<file path="config.mk">
export PLATFORM = sky130hd
export DESIGN_NAME = pla_fabric
export DESIGN_NICKNAME = d
export VERILOG_FILES = /design/src/rtl/pla_pkg.sv /design/src/rtl/pla_cfg_store.sv /design/src/rtl/pla_and_plane.sv /design/src/rtl/pla_or_plane.sv /design/src/rtl/pla_fabric.sv
export SDC_FILE = /design/constraint.sdc
export NUM_CORES = 1
export LEC_CHECK = 0
export ABC_CLOCK_PERIOD_IN_PS = 1750
export CORE_MARGIN = 4
export CORE_UTILIZATION = 55
export CTS_CLUSTER_DIAMETER = 50
export CTS_CLUSTER_SIZE = 40
export DETAILED_ROUTE_END_ITERATION = 10
export DONT_BUFFER_PORTS = 1
export PLACE_DENSITY_LB_ADDON = 0.05
export SLEW_MARGIN = 10
export SYNTH_ARGS = -nofsm -noshare
export SYNTH_HDL_FRONTEND = slang
export SYNTH_SLANG_ARGS = --single-unit
export TNS_END_PERCENT = 1
</file>
<file path="constraint.sdc">
create_clock -name clk -period 1.75 [get_ports clk]
set_input_delay 0.175 -clock clk [delete_from_list [all_inputs] [get_ports clk]]
set_output_delay 0.175 -clock clk [all_outputs]
set_load 0.02 [all_outputs]
</file>
<file path="src/rtl/pla_pkg.sv">
package pla_pkg;
  function automatic int and_bits(input int n_in, input int n_term);
    return n_term * 2 * n_in;
  endfunction

  function automatic int or_bits(input int n_term, input int n_out);
    return n_out * n_term;
  endfunction

  function automatic int map_bits(input int n_in, input int n_term, input int n_out);
    return and_bits(n_in, n_term) + or_bits(n_term, n_out) + n_out;
  endfunction
endpackage

</file>
<file path="src/rtl/pla_cfg_store.sv">
module pla_cfg_store #(
  parameter int CFG_W = 112,
  parameter int LEN_W = 8
) (
  input  logic             clk,
  input  logic             rst,
  input  logic             shift_en,
  input  logic             din,
  input  logic             commit,
  output logic [CFG_W-1:0] shadow,
  output logic [CFG_W-1:0] active,
  output logic [LEN_W-1:0] len
);
  localparam logic [LEN_W-1:0] LEN_MAX = '1;

  logic [LEN_W-1:0] cnt_q;

  always_ff @(posedge clk) begin
    if (rst) begin
      shadow <= '0;
      active <= '0;
    end else begin
      if (shift_en) shadow <= {din, shadow[CFG_W-1:1]};
      if (commit)   active <= shadow;
    end
  end

  always_ff @(posedge clk) begin
    if (rst) begin
      cnt_q <= '0;
      len   <= '0;
    end else if (commit) begin
      len   <= cnt_q;
      cnt_q <= shift_en ? LEN_W'(1) : '0;
    end else if (shift_en && cnt_q != LEN_MAX) begin
      cnt_q <= cnt_q + LEN_W'(1);
    end
  end
endmodule

</file>
<file path="src/rtl/pla_and_plane.sv">
module pla_and_plane #(
  parameter int N_IN   = 4,
  parameter int N_TERM = 9
) (
  input  logic [N_TERM*2*N_IN-1:0] fuse,
  input  logic [N_IN-1:0]          x,
  output logic [N_TERM-1:0]        term
);
  localparam int ROW_W = 2 * N_IN;

  for (genvar t = 0; t < N_TERM; t++) begin : g_term
    logic [N_IN-1:0] lit_ok;
    for (genvar i = 0; i < N_IN; i++) begin : g_lit
      // an unconnected literal passes; a connected one must be satisfied
      assign lit_ok[i] = (~fuse[t*ROW_W + 2*i]     |  x[i]) &
                         (~fuse[t*ROW_W + 2*i + 1] | ~x[i]);
    end
    assign term[t] = &lit_ok;
  end
endmodule

</file>
<file path="src/rtl/pla_or_plane.sv">
module pla_or_plane #(
  parameter int N_TERM = 9,
  parameter int N_OUT  = 4
) (
  input  logic [N_OUT*N_TERM-1:0] fuse,
  input  logic [N_TERM-1:0]       term,
  input  logic [N_OUT-1:0]        pol,
  output logic [N_OUT-1:0]        y
);
  for (genvar o = 0; o < N_OUT; o++) begin : g_sum
    logic sum;
    assign sum  = |(term & fuse[o*N_TERM +: N_TERM]);
    assign y[o] = sum ^ pol[o];
  end
endmodule

</file>
<file path="src/rtl/pla_fabric.sv">
module pla_fabric #(
  parameter int N_IN   = 4,
  parameter int N_TERM = 9,
  parameter int N_OUT  = 4,
  parameter int AND_W  = pla_pkg::and_bits(N_IN, N_TERM),
  parameter int OR_W   = pla_pkg::or_bits(N_TERM, N_OUT),
  parameter int CFG_W  = pla_pkg::map_bits(N_IN, N_TERM, N_OUT),
  parameter int LEN_W  = $clog2(CFG_W + 1) + 1
) (
  input  logic             clk,
  input  logic             rst,
  input  logic             cfg_shift_en,
  input  logic             cfg_din,
  input  logic             cfg_commit,
  input  logic [N_IN-1:0]  pla_in,
  output logic [N_OUT-1:0] pla_out,
  output logic [LEN_W-1:0] cfg_len
);
  logic [CFG_W-1:0]  shadow_q;
  logic [CFG_W-1:0]  active_q;
  logic [N_TERM-1:0] term;

  pla_cfg_store #(.CFG_W(CFG_W), .LEN_W(LEN_W)) u_store (
    .clk(clk), .rst(rst), .shift_en(cfg_shift_en), .din(cfg_din),
    .commit(cfg_commit), .shadow(shadow_q), .active(active_q), .len(cfg_len)
  );

  pla_and_plane #(.N_IN(N_IN), .N_TERM(N_TERM)) u_and (
    .fuse(active_q[AND_W-1:0]), .x(pla_in), .term(term)
  );

  pla_or_plane #(.N_TERM(N_TERM), .N_OUT(N_OUT)) u_or (
    .fuse(active_q[AND_W +: OR_W]), .term(term),
    .pol(active_q[AND_W+OR_W +: N_OUT]), .y(pla_out)
  );
endmodule

</file>
==> results list, run 1 <==
- Critical path arrival: between 2 and 2.5 ns
* Peak fanout along the critical path: 3
* Setup slack on the worst flop-to-flop path: between 0.2 and 0.25 ns
- Counting the buffers created by CTS gives 23.
* Crit Reg-Reg Endpoint: u_store.cnt_q[7]$_SDFFE_PP0P_
* Placer Congestion: ~0.74
- Measured against the total synthesized area, the mux share comes to just under 30%.
* Layout area overhead: 28.3%
- At the pin with the least slew margin, the transition time is approximately 0.43 ns.
- STA classifies the critical path startpoint as a flop.
* Pre-Repair DR Iteration Count: 5
* Number of synthesized register bits: 240
* Clock power share: 46.0%
- The largest individual stage delay along the critical path comes from the cell sky130_fd_sc_hd__a222oi_1.
- Distinct cells, synth: 28
- Global route overflow: 0
- Leak: between 5 and 6 nW
- Synthesized Nets: about 870
* Core region area: 16100 sq um
* XOR/XNOR Fraction of Synth Area: less than 1%
- The number of global-route vias before repair is about 6.7k.
- Of the total power, combinational logic draws 2.3%.
- Main combinational cell family by area after synthesis: multiplexers
- Across all layers, the routed design uses between 6k and 7k vias.
- Synthesis produced around 860 cells.
* CP endpoint kind: output pin
- Critical path, cell by cell: mux2i_1 > and4_4 > a222oi_1 > nand3_1 > a221oi_2 > xnor2_1 > buf_4
- In this run the critical register-to-register path is launched from u_store.cnt_q[2]$_SDFFE_PP0P_.
- Buffer cell driving the clock tree root: sky130_fd_sc_hd__clkbuf_16
* Run status: finished, violations left
- In this run the power spent charging and discharging nets is approximately 2.3 mW.
- From left edge to right edge, the die measures roughly 140 um.
- During synthesis, Yosys emitted a total of 0 warnings.
- WL/cell: 15.7 um
* Remaining max-slew budget at the tightest pin: between 70% and 80%
- Full die area: approximately 19000 sq um
* PnR Total Power: about 11 mW
- The final reports fail on setup timing.
- Setup-failing EPs final: 4
* # port buffers: 0
- Number of pins with negative max-slew slack in the final report: 0
* Max IR drop VDD: about 0.77 mV
* HP Start: rst
- Final WL: 19.5 mm
* Final critical path time including I/O delays and setup: 2.36 ns
* H-tree level count: 1
- First-pass GRT wire length: ~33 mm
* Simple-gate share of the synthesized area: a little under an eighth
- Hold violation count in the final report: 0
- Detail Route Antenna Nets: 0
- Final clock period utilization by the worst path: 135%
- Adder-cell area share of the yosys netlist: less than 1%
* Routed via count divided by cell count: 5.22
- The internal power of the cells totals slightly above 8 mW.
- After the first detailed-routing iteration, the DRC count stood at 406.
- Setup ws final: -0.605 ns
- Clock slew at the register clock pins of the worst setup and hold paths: roughly 0.070 ns
- Maximum single-stage delay on the critical path: 0.38 ns
- Compound-cell area share of the yosys netlist: approximately 1.9%
- The number of antenna violations at the first check in global routing came to 0.
- The synthesized netlist occupies a cell area of 9100 sq um.
* Number of clock sinks seen by CTS: 240
* Count of pins on the block boundary: 21
* Category of the critical setup timing path: flop to output pin
- CTS Buffer Depth: 3
- Of the synthesized area, sequential elements account for 52.8%.
- Power density normalized to cell area: a little over 900 nW/um^2
- For this run, design rule violations remaining after detail routing come to 0.
- Starting density of the core: between 50% and 60%
* Sequential share of power: about half
* Most common library cell in the layout ignoring fill and taps: sky130_fd_sc_hd__mux2i_1
- Number of maximum-capacitance constraint violations: 0
- Total routing resource utilization after global routing: 21.8%
* Instance count along the most critical hold path: 2
- Highest achievable clock rate: about 420 MHz
* Final setup skew: roughly 0.013 ns
- Fraction of layout cells with a size suffix above 1: under 10%
- RSZ-0062 raised after global routing: true
- For hold timing, the worst endpoint is u_store.active[72]$_SDFFE_PP0P_.
- Antenna Diode Count: 0
- Half-perimeter wire length after placement: about 9.9 mm
- In this run the mean area of a mapped cell was approximately 11 sq um.
* Pin count of the biggest net entering global routing: 152
- Measured in cells, the most critical reg-to-reg path has a length of 6.
- Required time of the worst setup path: roughly 1.6 ns
- The die is approximately 140 um tall.
- Timing analysis after detailed placement gives a worst setup slack of -0.118 ns.
- Hold/Removal Path Class: input port to flop
* Nets@finish: between 1k and 1.5k
* Sw Share: between 20 and 25%
- The top cell types in the final layout, fill and taps aside, are sky130_fd_sc_hd__mux2i_1 (270), sky130_fd_sc_hd__nor2_1 (240), sky130_fd_sc_hd__dfxtp_1 (233).
* Clock tree from TritonCTS: done
* Number of standard-cell rows in the floorplan: 46
- Latest clock arrival within the worst-skew pair: approximately 0.51 ns
worst max-delay path: cells and delay by family (launching register included):
family                    cells  cell delay, ns
and+or+nand+nor               2            0.33
DFF                           1            0.33
AOI/OAI and AO/OA             2            0.63
muxes                         1            0.06
xor gates and xnor gates      1            0.16
buffers and inverters         1            0.16
layer usage:
layer / global-route usage (%) / share of wire (%) / up-vias
li1: - / - / 3225
met1: 28.5 / 45 / 3124
met2: 38.0 / 49 / 84
met3: 3.38 / 3.4 / 35
met4: 4.93 / 2.2 / 0
met5: 0 / 0 / -
stage by stage:
stage | cell area, sq um | hold slack (ns) | util (%) | cells | TNS, ns
6_report | 11700 | 0.0708 | 72.8 | 1238 | -2.12
5_1_grt | 11700 | 0.0873 | 72.8 | 1238 | -2.63
4_1_cts | 11700 | 0.0566 | 72.6 | 1237 | -2.22
3_5_place_dp | 9210 | 0.267 | 57.3 | 1033 | -0.283
3_3_place_gp | 9210 | 0.265 | 57.3 | 1033 | -0.150
2_1_floorplan | 9100 | 0.322 | - | 862 | 0
area by class of cell:
class,instances,area (sq um)
sequential,240,4810
tap,216,270
inverter,1,3.75
fill,1125,4380
multi-input combinational,563,4060
clock buffer,29,628
timing repair buffer,176,1780
clock inverter,13,124
power groups by stage:
stage	Sequential, mW	Combinational [mW]	Clock (mW)
6_report	5.48	0.239	4.87
5_1_grt	5.47	0.251	5.22
4_1_cts	5.48	0.241	4.98
3_5_place_dp	5.60	0.139	0
3_3_place_gp	5.60	0.138	0
2_1_floorplan	5.60	0.357	0
registers in the layout (all words and copies together), names as in the netlist:
signal	cells
u_store.len	8
u_store.cnt_q	8
u_store.shadow	112
u_store.active	112
cells in the mapped netlist:
master,n,area (sq um)
sky130_fd_sc_hd__dfxtp_1,240,4800
sky130_fd_sc_hd__and4_4,1,11.3
sky130_fd_sc_hd__and3_1,1,6.26
sky130_fd_sc_hd__buf_4,1,7.51
sky130_fd_sc_hd__and4_1,9,78.8
sky130_fd_sc_hd__nand3_1,6,30.0
sky130_fd_sc_hd__buf_6,3,33.8
sky130_fd_sc_hd__a31oi_1,1,6.26
sky130_fd_sc_hd__buf_2,18,90.1
sky130_fd_sc_hd__inv_1,1,3.75
sky130_fd_sc_hd__a22o_1,2,17.5
sky130_fd_sc_hd__a22oi_1,6,45.0
sky130_fd_sc_hd__nand2b_1,1,6.26
sky130_fd_sc_hd__nand2_1,3,11.3
sky130_fd_sc_hd__a221oi_1,2,17.5
sky130_fd_sc_hd__xor2_1,7,61.3
sky130_fd_sc_hd__or2_2,1,6.26
sky130_fd_sc_hd__nand4_1,1,6.26
sky130_fd_sc_hd__buf_1,7,26.3
sky130_fd_sc_hd__nor2_1,240,901
sky130_fd_sc_hd__a41oi_1,1,8.76
sky130_fd_sc_hd__ha_1,1,12.5
sky130_fd_sc_hd__clkbuf_1,29,109
sky130_fd_sc_hd__a222oi_1,4,40.0
sky130_fd_sc_hd__mux2i_1,270,2700
sky130_fd_sc_hd__xnor2_1,3,26.3
sky130_fd_sc_hd__a221oi_2,2,30.0
sky130_fd_sc_hd__a21oi_1,1,5.00
kinds of logic after synthesis:
group                      count (synthesis)
DFF                                      240
and+or+nand+nor                          263
adders and majority gates                  1
muxes                                    270
buffers and inverters                     59
AOI/OAI and AO/OA                         19
xor gates and xnor gates                  10
worst max-delay path by stage:
| stage | from | endpoint | slack, ns |
|---|---|---|---|
| 3_3_place_gp | u_store.active[45]$_SDFFE_PP0P_ | pla_out[0] | -0.07 |
| 3_5_place_dp | u_store.active[41]$_SDFFE_PP0P_ | pla_out[0] | -0.12 |
| 2_1_floorplan | pla_in[0] | pla_out[1] | 0.02 |
| 4_1_cts | u_store.active[32]$_SDFFE_PP0P_ | pla_out[2] | -0.61 |
| 6_report | u_store.active[34]$_SDFFE_PP0P_ | pla_out[2] | -0.61 |
| 5_1_grt | u_store.active[38]$_SDFFE_PP0P_ | pla_out[2] | -0.69 |
what timing repair did:
action	CTS	global route
endpoints found under the setup margin	4	4
resized for setup	16	4
hold endpoints to repair	240	0
buffers inserted	0	1
hold buffers	162	0
pin swaps	5	5
(Power assumes the default switching activity.)
==> run 2, diff against run 1 <==
- ABC_AREA: not set -> 1
- CELL_PAD_IN_SITES_DETAIL_PLACEMENT: not set -> 1
- CELL_PAD_IN_SITES_GLOBAL_PLACEMENT: not set -> 1
- CORE_UTILIZATION: 55 -> 46
==> run 2 against run 1 <==
The run still ends with setup timing left; setup slack gained 0.43 ns; first-iteration DRC count down 8.4%; power increased by 25%; via count grew 26%; final cell count is 24% higher; sequential power is 10% higher; synthesized cell count increased by 47%; combinational power grew to 5.4 times the previous value; clock skew decreased by 0.0046 ns; critical path depth is 3 higher.
==> results list, run 2 <==
* PnR Total Power: between 10 and 15 mW
* Global route overflow: 0
- Yosys attributes the largest share of cell area to sky130_fd_sc_hd__dfxtp_1 (52%), sky130_fd_sc_hd__nor2_1 (19%), sky130_fd_sc_hd__o21ai_0 (13%), sky130_fd_sc_hd__nand2_1 (5.3%), sky130_fd_sc_hd__clkbuf_1 (2.3%).
- Placer Congestion: just over 0.8
- The number of antenna violations at the first check in global routing was 0.
- Setup violations remaining at the end of the flow were counted as 4.
- STA classifies the critical path endpoint as an output pin.
- The routed design uses around 13 mm of met2 wire.
* Via count of the first global-routing pass: 8061
* Worst setup slack before clock tree synthesis: 0.0340 ns
* WL/cell: between 15 and 20 um
* Category of the critical setup timing path: flop to output pin
* Final clock period utilization by the worst path: 110%
- Entering global routing, the biggest net connects around 110 pins.
- Summed over all cells, the static leakage comes to 4.51 nW.
* CTS Buffer Depth: 3
- For flop-to-flop paths, the worst setup slack is ~0.11 ns.
- Crit Reg-Reg Endpoint: u_store.cnt_q[6]$_SDFFE_PP0P_
* Proportion of synthesized flip-flops having asynchronous set or reset: 0%
- Of the cells placed in the final design, the portion with a size suffix greater than 1 is a little over an eighth.
- Clock skew on the completed layout was measured at 0.00884 ns.
- H-tree level count: 1
- For the worst flop-to-flop path, the logic depth is 8.
* Instance count along the most critical hold path: 3
- Routed via count divided by cell count: 5.33
* Violations in the final reports: setup timing
* Met1 layer wirelength in the final routing: about 12 mm
- The run finished, with violations left.
- Reg-to-Reg Start: u_store.cnt_q[1]$_SDFFE_PP0P_
- Number of maximum-capacitance constraint violations: 0
- Cell type with the highest aggregate area in the netlist: sky130_fd_sc_hd__dfxtp_1
* Hold/Removal Path Class: input port to flop
- Most common cell in the netlist: sky130_fd_sc_hd__nor2_1
- Cells fill 55.1% of the core in the end.
* Registers with the most flip-flops: u_store.active: 112 flops, u_store.shadow: 112 flops
* Number of synthesized flops with an enable pin: 0
* Leading cell types in the layout, fill and taps excluded: sky130_fd_sc_hd__nor2_1 (428), sky130_fd_sc_hd__o21ai_0 (232), sky130_fd_sc_hd__dfxtp_1 (221)
* Post-route DRC violation count: 0
- Counting I/O delays and the setup requirement, the final critical path takes 1.93 ns.
* 1st-iter DRT viols: ~370
* Pre-Repair DR Iteration Count: 5
- Worst slack on hold paths: roughly 0.056 ns
- After the last flow step, the layout net total stands at 1255.
- Transition time at the pin with the least slew margin: between 0.4 and 0.5 ns
- Latest clock arrival within the worst-skew pair: 0.52 ns
- Via count: a little over 8k
- Die Span Y: about 150 um
- Summed instance area of the synthesized netlist: between 9000 and 10000 sq um
- STA classifies the critical path startpoint as a flop.
- The HPWL after detailed placement is around 15 mm.
- The total area inside the core boundary comes to 19600 sq um.
- In this run the worst setup path begins at u_store.active[40]$_SDFFE_PP0P_.
- Antenna Diode Count: 0
- STA puts the critical path data required time at around 1.6 ns.
- In this run the count of I/O pins placed on the die edge is 21.
* Critical path arrival: 1.75 ns
- Wire segments on met3 add up to about 820 um in the final route.
* Remaining max-slew budget at the tightest pin: a little under three quarters
- Layout area overhead: 16.9%
* # port buffers: 0
- Distinct cells, synth: 25
* Setup ws final: -0.180 ns
- For this configuration, the core starts out at a cell density of ~47%.
- Global routing used a little under a quarter of the available tracks across all layers.
- Setup repair after global routing could not meet its margin everywhere.
- The root buffer cell chosen for the clock tree is sky130_fd_sc_hd__clkbuf_16.
- After synthesis, the largest area contributor takes up a little over half of total cell area.
- Sequential-to-total area share from yosys stat: a little over half
* Critical path, cell by cell: nand2_1 > nand2_1 > nor2_2 > nand2_4 > buf_4 > nor2_4 > nor2_4 > nand3_2 > nand2_2 > nand2_4
- Synthesis produced a netlist with a net count of between 1k and 1.5k.
- Power density normalized to cell area: 1230 nW/um^2
- Cell count after synthesis: 1270
- Post-synth top cells: sky130_fd_sc_hd__nor2_1 (456), sky130_fd_sc_hd__dfxtp_1 (240), sky130_fd_sc_hd__o21ai_0 (235), sky130_fd_sc_hd__nand2_1 (130), sky130_fd_sc_hd__clkbuf_1 (57)
- Number of pins with negative max-slew slack in the final report: 0
* Uppermost metal layer occupied by signal nets: met4
* Main flop type after synthesis: sky130_fd_sc_hd__dfxtp_1
- The largest single stage delay on the critical path is around 0.34 ns.
- Number of clock sinks seen by CTS: 240
- The count of nets left with antenna violations once routing finished came out at 0.
* Synthesized area per cell: roughly 7.3 sq um
- Clock-pin slew was measured on the worst setup and hold paths at roughly 0.07 ns.
* Worst-path cell with the longest stage delay: sky130_fd_sc_hd__dfxtp_2
* First-pass GRT wire length: around 43 mm
- After synthesis the netlist holds a flip-flop and latch count of between 200 and 250.
- Endpoint of the worst hold-timing path: u_store.active[104]$_SDFFE_PP0P_
- Full die area: 22400 sq um
* Most common library cell in the layout ignoring fill and taps: sky130_fd_sc_hd__nor2_1
* Peak fanout along the critical path: 4
* Warnings from Yosys: 0
* Clock tree from TritonCTS: done
- The worst hold path begins at cfg_commit.
- CTS Buf Count: 27
- Across the VDD grid, the largest voltage drop is roughly 0.69 mV.
- Final WL: ~26 mm
* Number of standard-cell rows in the floorplan: around 50
- Highest achievable clock rate: between 500 and 600 MHz
- Die W: about 150 um
- Hold violation count in the final report: 0
run 2: cell count changes in the layout (fill, tap and decap cells not counted), moves of 15 or more:
| cell | before | now |
|---|---|---|
| sky130_fd_sc_hd__inv_1 | 1 | 20 |
| sky130_fd_sc_hd__dlygate4sd3_1 | 159 | 9 |
| sky130_fd_sc_hd__o21ai_0 | 0 | 232 |
| sky130_fd_sc_hd__nand3_1 | 6 | 32 |
| sky130_fd_sc_hd__nand2_1 | 3 | 115 |
| sky130_fd_sc_hd__nand2_2 | 0 | 17 |
| sky130_fd_sc_hd__nor2_4 | 0 | 15 |
| sky130_fd_sc_hd__nor2_1 | 240 | 428 |
| sky130_fd_sc_hd__nor2_2 | 0 | 16 |
| sky130_fd_sc_hd__mux2i_1 | 270 | 0 |
| sky130_fd_sc_hd__a21oi_1 | 1 | 26 |
run 2: area by class of cell:
| class | count | area (sq um) |
|---|---|---|
| sequential | 240 | 4830 |
| clock inverter | 19 | 233 |
| clock buffer | 30 | 717 |
| inverter | 34 | 139 |
| timing repair buffer | 26 | 344 |
| tap | 265 | 332 |
| fill | 2439 | 8800 |
| multi-input combinational | 916 | 4200 |
run 2: logic make-up after synthesis:
family | count (synthesis) | share of synthesized area [%]
simple gates | 642 | 27.5
compound gates | 272 | 14.8
flops | 240 | 52.1
buf+inv | 114 | 5.44
xor+xnor | 1 | 0.0949
fa+ha+maj | 1 | 0.136
run 2: worst max-delay path by stage:
stage,to,depth (start not counted)
floorplan,u_store.cnt_q[6]$_SDFFE_PP0P_,8
global placement,pla_out[0],9
detailed placement,pla_out[0],9
CTS,pla_out[2],8
global route,pla_out[0],8
finish,pla_out[3],10
run 2: repair_timing:
| item | 4_1_cts | 5_1_grt |
|---|---|---|
| resized for setup | 53 | 53 |
| pin swaps | 18 | 23 |
| endpoints found under the hold margin | 224 | 0 |
| buffers inserted | 0 | 2 |
| hold buffers | 11 | 0 |
| setup endpoints to repair | 4 | 11 |
run 2: metrics by stage:
step | cells | cell area (sq um) | setup TNS [ns]
after global routing | 1530 | 10800 | -1.15
after CTS | 1531 | 10600 | -0.785
after floorplan | 1270 | 9230 | 0
after global placement | 1472 | 9400 | 0
final | 1530 | 10800 | -0.648
after detailed placement | 1472 | 9400 | 0
run 2: layer usage:
layer,up-vias,GRT usage [%]
met5,-,0
met4,0,5.31
met3,35,2.85
met2,98,39.6
met1,3993,32.4
li1,4030,-
run 2: report_power, final:
group	internal (mW)	switching, mW
clock	3.47	2.44
combinational	0.445	0.855
sequential	5.80	0.246
total	9.72	3.54
run 2: worst max-delay path, delay by kind of cell, from the launching register on:
kind | cells | cell delay, ns
buffers and inverters | 1 | 0.15
flip-flops | 1 | 0.34
AND/OR/NAND/NOR | 9 | 0.73
